==> config.mk <==
export PLATFORM = sky130hd
export DESIGN_NAME = spiByteMaster
export DESIGN_NICKNAME = d
export VERILOG_FILES = /design/src/rtl/spiPkg.sv /design/src/rtl/spiCtrl.sv /design/src/rtl/spiData.sv /design/src/rtl/spiByteMaster.sv
export SDC_FILE = /design/constraint.sdc
export NUM_CORES = 1
export LEC_CHECK = 0
export BUFFER_PORTS_ARGS = -buffer_cell sky130_fd_sc_hd__buf_2
export CELL_PAD_IN_SITES_DETAIL_PLACEMENT = 1
export CELL_PAD_IN_SITES_GLOBAL_PLACEMENT = 2
export CORE_AREA = 2 2 116 118
export CTS_BUF_LIST = sky130_fd_sc_hd__clkbuf_8
export DETAILED_ROUTE_END_ITERATION = 16
export DIE_AREA = 0 0 118 120
export MAX_ROUTING_LAYER = met4
export PLACE_DENSITY = 0.63
export SYNTH_ARGS = -nofsm -noshare
export SYNTH_HDL_FRONTEND = slang
export SYNTH_SLANG_ARGS = --single-unit
==> constraint.sdc <==
create_clock -name clk -period 4.86 [get_ports clk]
set_clock_uncertainty 0.2 [all_clocks]
set_input_delay 0.729 -clock clk [delete_from_list [all_inputs] [get_ports clk]]
set_output_delay 0.729 -clock clk [all_outputs]
set_load 0.01 [all_outputs]
==> src/rtl/spiPkg.sv <==
package spiPkg;
  // Strobes from the timing control to the shift datapath
  typedef struct packed {
    logic load;    // capture the transmit byte, exchange begins
    logic sample;  // rising SCK: take in one bit
    logic shift;   // falling SCK: present the next bit
    logic finish;  // last falling SCK: store the received byte
  } xferStrobe_t;
endpackage

==> src/rtl/spiCtrl.sv <==
module spiCtrl
  import spiPkg::*;
#(
  parameter int DIV_W  = 5,
  parameter int BYTE_W = 8
) (
  input  logic             clk,
  input  logic             rstN,
  input  logic             startReq,
  input  logic [DIV_W-1:0] divIn,
  output logic             busy,
  output logic             sck,
  output xferStrobe_t      strobe
);
  localparam int BIT_W = $clog2(BYTE_W);
  localparam logic [BIT_W-1:0] LAST_BIT = BIT_W'(BYTE_W - 1);

  logic [DIV_W-1:0] halfCnt;
  logic [DIV_W-1:0] divHold;
  logic [BIT_W-1:0] bitCnt;
  logic             tick;

  assign tick = busy && (halfCnt == divHold);

  always_comb begin
    strobe.load   = !busy && startReq;
    strobe.sample = tick && !sck;
    strobe.shift  = tick && sck && (bitCnt != LAST_BIT);
    strobe.finish = tick && sck && (bitCnt == LAST_BIT);
  end

  always_ff @(posedge clk or negedge rstN) begin
    if (!rstN) begin
      busy    <= 1'b0;
      sck     <= 1'b0;
      halfCnt <= '0;
      divHold <= '0;
      bitCnt  <= '0;
    end else if (!busy) begin
      if (startReq) begin
        busy    <= 1'b1;
        sck     <= 1'b0;
        halfCnt <= '0;
        bitCnt  <= '0;
        divHold <= divIn;
      end
    end else if (tick) begin
      halfCnt <= '0;
      sck     <= !sck;
      if (sck) begin
        if (bitCnt == LAST_BIT) busy <= 1'b0;
        else bitCnt <= bitCnt + 1'b1;
      end
    end else begin
      halfCnt <= halfCnt + 1'b1;
    end
  end
endmodule

==> src/rtl/spiData.sv <==
module spiData
  import spiPkg::*;
#(
  parameter int DATA_W = 32,
  parameter int BYTE_W = 8
) (
  input  logic              clk,
  input  logic              rstN,
  input  xferStrobe_t       strobe,
  input  logic              loopEn,
  input  logic              miso,
  input  logic              dataWr,
  input  logic [DATA_W-1:0] dataIn,
  output logic              mosi,
  output logic [DATA_W-1:0] dataOut
);
  localparam int PAD_W = DATA_W - BYTE_W;

  logic [BYTE_W-1:0] shiftReg;
  logic              sampleBit;
  logic [DATA_W-1:0] dataReg;

  assign mosi    = shiftReg[BYTE_W-1];
  assign dataOut = dataReg;

  always_ff @(posedge clk or negedge rstN) begin
    if (!rstN) begin
      shiftReg  <= '0;
      sampleBit <= 1'b0;
      dataReg   <= '0;
    end else begin
      if (strobe.load) shiftReg <= dataReg[BYTE_W-1:0];
      if (strobe.sample) sampleBit <= loopEn ? shiftReg[BYTE_W-1] : miso;
      if (strobe.shift || strobe.finish)
        shiftReg <= {shiftReg[BYTE_W-2:0], sampleBit};
      if (strobe.finish)
        dataReg <= {{PAD_W{1'b0}}, shiftReg[BYTE_W-2:0], sampleBit};
      else if (dataWr)
        dataReg <= dataIn;
    end
  end
endmodule

==> src/rtl/spiByteMaster.sv <==
module spiByteMaster
  import spiPkg::*;
#(
  parameter int DATA_W = 32,
  parameter int DIV_W  = 5,
  parameter int CS_N   = 3,
  parameter int BYTE_W = 8
) (
  input  logic              clk,
  input  logic              rstN,
  input  logic              wrEn,
  input  logic              regSel,
  input  logic [DATA_W-1:0] wrData,
  output logic [DATA_W-1:0] rdData,
  output logic [CS_N-1:0]   csOut,
  output logic              sck,
  output logic              mosi,
  input  logic              miso
);
  localparam int BUSY_BIT = 1;
  localparam int LOOP_BIT = 3;

  logic             wrCtrl;
  logic             wrDataReg;
  logic             startReq;
  logic             busy;
  logic [CS_N-1:0]  csReg;
  logic             loopReg;
  logic [DIV_W-1:0] divReg;
  logic [DATA_W-1:0] dataOut;
  logic [DATA_W-1:0] ctrlView;
  xferStrobe_t      strobe;

  assign wrCtrl    = wrEn && !regSel;
  assign wrDataReg = wrEn && regSel;
  assign startReq  = wrCtrl && wrData[BUSY_BIT];
  assign csOut     = csReg;

  always_ff @(posedge clk or negedge rstN) begin
    if (!rstN) begin
      csReg   <= '1;
      loopReg <= 1'b0;
      divReg  <= '0;
    end else if (wrCtrl) begin
      for (int n = 0; n < CS_N; n++) csReg[n] <= wrData[2*n];
      loopReg <= wrData[LOOP_BIT];
      divReg  <= wrData[DATA_W-1 -: DIV_W];
    end
  end

  always_comb begin
    ctrlView = '0;
    for (int n = 0; n < CS_N; n++) ctrlView[2*n] = csReg[n];
    ctrlView[BUSY_BIT] = busy;
    ctrlView[LOOP_BIT] = loopReg;
    ctrlView[DATA_W-1 -: DIV_W] = divReg;
  end

  assign rdData = regSel ? dataOut : ctrlView;

  spiCtrl #(.DIV_W(DIV_W), .BYTE_W(BYTE_W)) uCtrl (
    .clk(clk), .rstN(rstN), .startReq(startReq),
    .divIn(wrData[DATA_W-1 -: DIV_W]),
    .busy(busy), .sck(sck), .strobe(strobe)
  );

  spiData #(.DATA_W(DATA_W), .BYTE_W(BYTE_W)) uData (
    .clk(clk), .rstN(rstN), .strobe(strobe), .loopEn(loopReg),
    .miso(miso), .dataWr(wrDataReg), .dataIn(wrData),
    .mosi(mosi), .dataOut(dataOut)
  );
endmodule

* Yosys cells after proc, flatten, opt, wreduce, memory -nomap -nowiden
Index checks and enable logic that the tools add are counted.
** Storage, ports and cells
- Bits in registers :: 65
- Output and inout port bits :: 37
** Cells by class
- $add $sub $neg :: 2
- Eq/ne operators :: 6
- Mux-type cells :: 22
- Bitwise operators :: 1
- Reductions and logical operators :: 19
** Operator list (count)
- 32-bit 2-to-1 mux :: 3
- 8-bit 2-to-1 mux :: 2
- 3-bit 2-to-1 mux :: 5
- 5-bit 2-to-1 mux :: 3
- 1-bit logical AND :: 9
- 1-bit 2-to-1 mux :: 9
- 2-bit inequality test, second input constant :: 3
- 2-bit nonzero test :: 3
- 5-bit by 1-bit adder with 5-bit output, second input constant :: 1
- 5-bit equality test :: 1
- 2-bit AND reduction :: 2
- 4-bit AND reduction :: 1
- 3-bit by 1-bit adder with 3-bit output, second input constant :: 1
- 3-bit equality test, second input constant :: 1
- 1-bit zero test :: 3
- 3-bit inequality test, second input constant :: 1
- 1-bit logical OR :: 1
- 1-bit NOT :: 1

* Depth between registers and ports, before layout
Gate-level depths: netlist (run 1).
- Depth in word-level cells :: 6
- Gate-level depth with buffers :: 7
- Mapped depth without buffers :: 6

* By module
A second synthesis (run 1) with hierarchy kept.
** Unflattened totals
- Cell total of the unflattened synthesis :: 277
- Area, all modules :: 3286.9 sq um
** By module, submodules not included
- spiData :: times used 1, cells an instance 152, area an instance 1805.5 sq um
- spiCtrl :: times used 1, cells an instance 67, area an instance 787.0 sq um
- spiByteMaster :: times used 1, cells an instance 58, area an instance 694.4 sq um

* Worst setup path before layout (run 1)
OpenSTA, ideal clock, no wires.
- Path type :: input to output
- Start :: input port regSel
- End :: output port rdData[5]
- Arrival :: 1498 ps
- Data required time :: 3931 ps
- Path slack :: 2433 ps
- Stages :: 3
- Path buffers :: 2
- Cells stage by stage :: buf_1 > clkbuf_1 > and2_1
** Between the ends
- Longest elaborated chain between the ends :: 1
** Ends and longest elaborated chain
- from (decl) :: line spiByteMaster.sv:12 : input logic regSel,
- 32-bit 2-to-1 mux :: line spiByteMaster.sv:59 : assign rdData = regSel ? dataOut : ctrlView;
- to (decl) :: line spiByteMaster.sv:14 : output logic [DATA_W-1:0] rdData,
No other way between the ends.

* Worst setup path in the final report (run 1)
- Start :: input port regSel
- End :: output port rdData[31]
The elaborated chain is that of the path after synthesis.

==> summary.json, run 1 <==
{
  "clock_tree": {
    "tritoncts": "built",
    "cts.path.max_buffers": 2,
    "cts_setup_buffers": 0,
    "cts_resized": 0,
    "cts_made_buffers": 9,
    "clock_latency_on_the_worst_skew_pair_ns": 0.35,
    "tritoncts_num_sinks": 65,
    "ctsRootBufferMaster": "clkbuf_8",
    "holdBufCountCts": 0,
    "ctsHtreeMaxLevel": 3,
    "clkSlewWorstSetupHoldPaths_ns": 0.07
  },
  "global_routing": {
    "grt_use_met2_pct": 19.84,
    "grt_use_met3_pct": 2.947,
    "grt_start_max_net_pins": 60,
    "grt_pass1_wl_um": 14000,
    "grt_overflow_total": 0,
    "track_usage_pct": 13.01,
    "globalRoute.busiestLayer": "met2",
    "groute.layer.met1.usage_pct": 16.99,
    "antenna_found_initial": 0,
    "first_global_vias": 2586
  },
  "placed_design": {
    "dpl_cell_area_um2": 3727,
    "gp_congestion": 0.7146,
    "place_ws_ns": 1.810,
    "numPortBuffers": 73,
    "place.detailed.hpwl_um": 5745
  },
  "detailed_routing": {
    "route.detailed.drc": 0,
    "detailedRoute.firstPassIterationCount": 6,
    "avgViaCountPerCell": 4.469,
    "route.final.wire_length_um": 8423,
    "drt.antenna.violating_nets": 0,
    "route.detailed.wl_per_inst_um": 15.48,
    "via_count": 2431,
    "drt-initial-drc-count": 82
  },
  "die": {
    "floorplan.core_area_um2": 12980,
    "io_pins": 74,
    "dieHeight_um": 120,
    "die-width_um": 118,
    "total_die_area_um2": 14160,
    "fp-row-count": 42,
    "initial_core_utilization_pct": 24.52
  },
  "job": {
    "cap_viol_max_count": 0
  },
  "timing": {
    "setup_violating_endpoint_count_in_the_final_report": 0,
    "final_max_slew_viol_count": 0,
    "final_min_period_over_clock_period_pct": 61.24,
    "layout_setup_ws_ns": 1.884,
    "timing.final.hold_violations": 0,
    "setup_tns_ns": 0,
    "rsz0062_at_grt": "no",
    "period_minus_slack_ns": 2.976,
    "tightestPinTransition_ns": 0.9903,
    "relSlewSlack_pct": 33.98,
    "max_clock_freq_mhz": 336.0
  },
  "finish": {
    "drive_gt1_share_pct": 38.32,
    "multiInputGateArea_um2": 1466,
    "ff_latch_area_um2": 1630,
    "num-fill-cells": 1513,
    "layout.nets": 403,
    "antenna-diode-count": 0,
    "syn_to_final_growth_pct": 23.62,
    "design_area_um2": 3935
  },
  "logic_synthesis": {
    "yosysWarningCount": 0,
    "synthMostInstantiatedCell": "dfrtp_1",
    "ys_seq_elements": 65,
    "synth_edf_count": 0,
    "yosys.cell_types.count": 34,
    "synthesis.area_per_instance_um2": 10.94,
    "synth-seq-area-share_pct": 51.22,
    "area_share_of_the_largest_cell_type_after_synthesis_pct": 48.74,
    "syn-num-nets": 331,
    "synth_top_cell_by_area": "dfrtp_1",
    "synthTopCellsByArea": "dfrtp_1, mux2_2, and2_1, a21oi_1, nand3_1",
    "ys_top_cells_by_count": "dfrtp_1, mux2_2, nand2_1",
    "syn-instance-count": 291,
    "mappedNetlistArea_um2": 3183,
    "synth-async-reset-ratio_pct": 100.0,
    "ys.flop_type": "dfrtp_1"
  },
  "critical_path": {
    "critical_path_arrival_ns": 2.05,
    "setup.worst_path.end_class": "output pin",
    "timing.critical_path.slowest_cell_delay_ns": 0.72,
    "crit_slowest_cell": "buf_2",
    "crit_top_cell": "buf_2",
    "cp_cell_sequence": "buf_2, mux2_2, buf_2",
    "cp-start-kind": "primary input",
    "criticalPathCategory": "in -> out",
    "crit_path_max_fanout": 59,
    "endpoint_of_the_most_critical_register_to_register_path": "uData.dataOut[1]",
    "startpoint": "regSel",
    "r2r_slack_ns": 2.64,
    "worst-endpoint-required_ns": 3.93,
    "r2r_start": "uCtrl.busy",
    "worstRegToRegCells": 4
  },
  "power_and_ir_drop": {
    "total_power_w": 0.001718,
    "irDropWorstVdd_uv": 152.8,
    "total_leakage_power_nw": 1.800,
    "power_per_cell_area_nw_per_um2": 436.5
  },
  "run_status": {
    "run_status": "finished, final reports clean"
  },
  "worst_hold_path": {
    "worstHoldPathType": "in -> async"
  }
}
per-layer routing:
| metal | wire length, µm | share of wire [%] | vias up |
|---|---|---|---|
| li1 | - | - | 1167 |
| met1 | 4139 | 49 | 1192 |
| met2 | 3811 | 45 | 60 |
| met3 | 343 | 4.1 | 12 |
| met4 | 129 | 1.5 | 0 |
| met5 | 0 | 0 | - |
worst max-delay path: cells and delay by family:
kind / cells / cell delay [ns]
buf+inv: 2 / 0.86
mux: 1 / 0.42
kinds of logic (layout without fill, tap and decap cells):
| group | Yosys count | after routing | synth area share, % |
|---|---|---|---|
| and+or+nand+nor | 108 | 108 | 17.92 |
| DFF | 65 | 65 | 51.22 |
| muxes | 44 | 44 | 15.57 |
| AOI/OAI and AO/OA | 43 | 43 | 8.412 |
| buffers and inverters | 18 | 95 | 2.712 |
| xor gates and xnor gates | 10 | 10 | 2.987 |
| adders and majority gates | 3 | 3 | 1.179 |
registers in the layout, indices dropped and copies added (netlist names):
signal	count
uCtrl.sck	1
uCtrl.halfCnt	5
csOut	3
uCtrl.busy	1
uCtrl.divHold	5
uCtrl.bitCnt	3
loopReg	1
uData.sampleBit	1
divReg	5
uData.dataOut	32
uData.shiftReg	8
worst max path at each step:
| stage | endpoint | slack [ns] | cells past startpoint |
|---|---|---|---|
| 2_1_floorplan | rdData[5] | 2.43 | 3 |
| 3_3_place_gp | rdData[28] | 1.84 | 3 |
| 3_5_place_dp | uData.shiftReg[6] | 1.81 | 6 |
| 4_1_cts | rdData[28] | 1.84 | 3 |
| 5_1_grt | rdData[27] | 1.77 | 3 |
| 6_report | rdData[31] | 1.88 | 3 |
cells in the final DEF, fill, tap and decap left out, types with 2 or more instances in the layout:
cell / n
o21ai_0: 6
nor2b_1: 3
ha_1: 3
buf_4: 6
nor3_1: 6
a21oi_1: 25
nand4_1: 2
xor2_1: 5
xnor2_1: 4
and2_1: 30
mux2_2: 40
buf_2: 73
nor2_1: 3
a221o_1: 8
inv_1: 2
clkbuf_8: 12
mux2_1: 4
nand2b_1: 2
nand3_1: 25
dfrtp_1: 62
dfstp_2: 3
nand2_1: 31
power by group:
part	internal [W]	switching [W]
registers	0.000671	0.000113
logic	0.000228	0.000226
clock network	0.000275	0.000205
metrics by stage:
stage,std cells,hold WS (ns),utilization (%)
2_1_floorplan,291,0.2334,-
3_3_place_gp,528,0.2855,28.72
3_5_place_dp,528,0.3048,28.72
4_1_cts,544,0.1094,30.32
5_1_grt,544,0.1166,30.32
6_report,544,0.1130,30.32
cell type report:
type                       instances  area share, %
sequential                        65          41.43
clock inverter                     4          1.081
multi-input combinational        208          37.27
tap                              176          5.596
clock buffer                      12          4.197
timing repair buffer              79          10.43
Power figures use the tool's default switching activity.
==> run 2, diff against run 1 <==
- clock period: 4.86 -> 2.8 ns (I/O delays scaled with it)
==> summary.json, run 2 (synthesized netlist as in run 1, its figures left out) <==
{
  "timing": {
    "tightestPinTransition": {"value": 0.6703, "unit": "ns", "change": "was 0.9903 ns"},
    "period_minus_slack_ns": 2.217,
    "setup_violating_endpoint_count_in_the_final_report": {"value": 0, "change": "unchanged"},
    "timing.final.hold_violations": {"value": 0, "change": "unchanged"},
    "setup_tns": {"value": 0, "unit": "ns", "change": "unchanged"},
    "rsz0062_at_grt": {"value": "no", "change": "unchanged"},
    "relSlewSlack": {"value": 55.07, "unit": "%", "change": "was 33.98%"},
    "layout_setup_ws": {"value": 0.5835, "unit": "ns", "change": "was 1.884 ns"},
    "final_max_slew_viol_count": {"value": 0, "change": "unchanged"},
    "final_min_period_over_clock_period_pct": 79.16,
    "max_clock_freq_mhz": 451.2,
    "holdWs": {"value": 0.1220, "unit": "ns", "change": "was 0.1130 ns"}
  },
  "placed_design": {
    "place_ws": {"value": 0.5648, "unit": "ns", "change": "was 1.810 ns"},
    "numPortBuffers": {"value": 73, "change": "unchanged"},
    "gp_congestion": {"value": 0.7130, "change": "was 0.7146"},
    "place.detailed.hpwl": {"value": 5964, "unit": "µm", "change": "was 5745 µm"}
  },
  "finish": {
    "drive_gt1_share": {"value": 39.89, "unit": "%", "change": "was 38.32%"},
    "mostFrequentLayoutCell": {"value": "buf_2", "change": "unchanged"},
    "layout.nets": {"value": 411, "change": "was 403"},
    "largest_reg_flops": {"value": 32, "change": "unchanged"},
    "end_of_flow_core_utilization": {"value": 30.79, "unit": "%", "change": "was 30.32%"},
    "antenna-diode-count": {"value": 0, "change": "unchanged"},
    "layout.cells.most_common_list": {"value": "buf_2, dfrtp_1, mux2_2", "change": "unchanged"},
    "syn_to_final_growth": {"value": 25.55, "unit": "%", "change": "was 23.62%"}
  },
  "die": {
    "floorplan.core_area": {"value": 12980, "unit": "µm²", "change": "unchanged"},
    "dieHeight": {"value": 120, "unit": "µm", "change": "unchanged"},
    "fp-row-count": {"value": 42, "change": "unchanged"},
    "initial_core_utilization": {"value": 24.52, "unit": "%", "change": "unchanged"},
    "die-width": {"value": 118, "unit": "µm", "change": "unchanged"},
    "io_pins": {"value": 74, "change": "unchanged"},
    "total_die_area": {"value": 14160, "unit": "µm²", "change": "unchanged"}
  },
  "clock_tree": {
    "cts.path.max_buffers": {"value": 2, "change": "unchanged"},
    "tritoncts_num_sinks": {"value": 65, "change": "unchanged"},
    "cts_setup_buffers": {"value": 0, "change": "unchanged"},
    "ctsHtreeMaxLevel": {"value": 3, "change": "unchanged"},
    "ctsRootBufferMaster": {"value": "clkbuf_8", "change": "unchanged"},
    "tritoncts": {"value": "built", "change": "unchanged"},
    "clock_latency_on_the_worst_skew_pair": {"value": 0.34, "unit": "ns", "change": "was 0.35 ns"},
    "cts_resized": {"value": 0, "change": "unchanged"},
    "clkSlewWorstSetupHoldPaths": {"value": 0.08, "unit": "ns", "change": "was 0.07 ns"},
    "cts_made_buffers": {"value": 9, "change": "unchanged"}
  },
  "global_routing": {
    "first_global_vias": {"value": 2579, "change": "was 2586"},
    "grt_overflow_total": {"value": 0, "change": "unchanged"},
    "grt_start_max_net_pins": {"value": 45, "change": "was 60"},
    "track_usage": {"value": 12.67, "unit": "%", "change": "was 13.01%"},
    "antenna_found_initial": {"value": 0, "change": "unchanged"},
    "grt_pass1_wl": {"value": 13790, "unit": "µm", "change": "was 14000 µm"}
  },
  "critical_path": {
    "r2r_start": {"value": "uCtrl.halfCnt[0]", "change": "was uCtrl.busy"},
    "crit_path_max_fanout": {"value": 12, "change": "was 59"},
    "critical_path_arrival": {"value": 2.24, "unit": "ns", "change": "was 2.05 ns"},
    "worstRegToRegCells": {"value": 4, "change": "unchanged"},
    "crit_slowest_cell": {"value": "nor3_4", "change": "was buf_2"},
    "criticalPathCategory": {"value": "reg -> reg", "change": "was in -> out"},
    "setup.worst_path.end_class": {"value": "flop", "change": "was output pin"},
    "cp-start-kind": {"value": "flop", "change": "was primary input"},
    "timing.critical_path.slowest_cell_delay": {"value": 0.57, "unit": "ns", "change": "was 0.72 ns"},
    "kind_of_cell_with_the_highest_combined_delay_on_the_critical_path": {"value": "simple AND/OR/NAND/NOR gates", "change": "was buffers and inverters"},
    "critical_path.n_buffers_inverters": {"value": 0, "change": "was 2"},
    "worst-endpoint-required": {"value": 2.82, "unit": "ns", "change": "was 3.93 ns"},
    "r2r_slack": {"value": 0.58, "unit": "ns", "change": "was 2.64 ns"},
    "endpoint_of_the_most_critical_register_to_register_path": {"value": "uData.dataOut[4]", "change": "was uData.dataOut[1]"},
    "cp_cell_sequence": {"value": "xnor2_1, nand3_1, nor3_4, mux2_2", "change": "was buf_2, mux2_2, buf_2"}
  },
  "power_and_ir_drop": {
    "swShare": {"value": 33.32, "unit": "%", "change": "was 31.70%"},
    "internal_power": {"value": 0.001934, "unit": "W", "change": "was 0.001173 W"},
    "power.share.clock": {"value": 25.3, "unit": "%", "change": "was 27.9%"},
    "power.switching": {"value": 0.0009667, "unit": "W", "change": "was 0.0005444 W"},
    "p_comb_share": {"value": 28.0, "unit": "%", "change": "was 26.4%"},
    "total_leakage_power": {"value": 1.825, "unit": "nW", "change": "was 1.800 nW"},
    "pwr-share-seq": {"value": 46.6, "unit": "%", "change": "was 45.7%"},
    "irDropWorstVdd": {"value": 266.1, "unit": "µV", "change": "was 152.8 µV"},
    "power_per_cell_area": {"value": 726.0, "unit": "nW/µm²", "change": "was 436.5 nW/µm²"}
  },
  "worst_hold_path": {
    "hold_path_startpoint": "wrData[13]",
    "worstHoldPathCells": 3,
    "worstHoldPathType": {"value": "in -> reg", "change": "was in -> async"},
    "min_to": "uData.dataOut[13]"
  },
  "detailed_routing": {
    "via_count": {"value": 2443, "change": "was 2431"},
    "route.detailed.drc": {"value": 0, "change": "unchanged"},
    "avgViaCountPerCell": {"value": 4.426, "change": "was 4.469"},
    "drt-initial-drc-count": {"value": 79, "change": "was 82"},
    "route.detailed.wl_per_inst": {"value": 15.14, "unit": "µm", "change": "was 15.48 µm"},
    "drt.antenna.violating_nets": {"value": 0, "change": "unchanged"},
    "detailedRoute.firstPassIterationCount": {"value": 4, "change": "was 6"},
    "route.final.wire_length": {"value": 8360, "unit": "µm", "change": "was 8423 µm"}
  },
  "job": {
    "cap_viol_max_count": {"value": 0, "change": "unchanged"}
  },
  "run_status": {
    "run_status": {"value": "finished, final reports clean", "change": "unchanged"}
  }
}
[run 2: worst reg2reg max path, delay by kind of cell (launching register included)]
kind	cells	cell delay, ns
muxes	1	0.41
DFF	1	0.46
and+or+nand+nor	2	0.78
xor gates and xnor gates	1	0.25
[run 2: routing by layer]
metal | track usage (%) | share of wire, % | vias up
li1 | - | - | 1181
met1 | 17.42 | 50 | 1196
met2 | 19.08 | 45 | 60
met3 | 2.471 | 4.0 | 6
met4 | 3.614 | 0.86 | 0
met5 | - | 0 | -
[run 2: worst max-delay path by stage]
stage,start,endpoint,slack [ns],depth (start not counted)
after global placement,uCtrl.halfCnt[4],uData.dataOut[4],0.59,4
after floorplan,wrEn,uCtrl.divHold[0],0.87,5
after detailed placement,uCtrl.halfCnt[2],uData.dataOut[4],0.56,4
after global routing,uCtrl.halfCnt[0],uData.dataOut[24],0.42,5
after CTS,uCtrl.halfCnt[0],uData.dataOut[4],0.56,4
final,uCtrl.halfCnt[0],uData.dataOut[4],0.58,4
[run 2: power by group through the flow]
stage / clock, W / combinational (W) / sequential [W]
detailed placement: 0 / 0.000829 / 0.00137
CTS: 0.000763 / 0.000835 / 0.00136
global route: 0.000796 / 0.000918 / 0.00139
finish: 0.000735 / 0.000813 / 0.00135
floorplan: 0 / 0.000569 / 0.00132
global placement: 0 / 0.000799 / 0.00137
[run 2: area by class of cell]
class / instances / area (µm²)
tap: 176 / 220.2
fill: 1503 / 8984
clock buffer: 11 / 151.4
sequential: 65 / 1630
clock inverter: 5 / 30.03
timing repair buffer: 87 / 498.0
multi-input combinational: 208 / 1466
[run 2: metrics by stage]
stage	cells	power, W	cell area [µm²]
after floorplan	291	0.001893	3183
after global placement	535	0.002165	3805
after detailed placement	535	0.002201	3805
after CTS	552	0.002955	3996
after global routing	552	0.003103	3996
final	552	0.002901	3996
[run 2: what timing repair did]
| item | 4_1_cts | 5_1_grt |
|---|---|---|
| hold buffers | 1 | 0 |
| setup endpoints to repair | 0 | 0 |
| hold endpoints to repair | 18 | 0 |
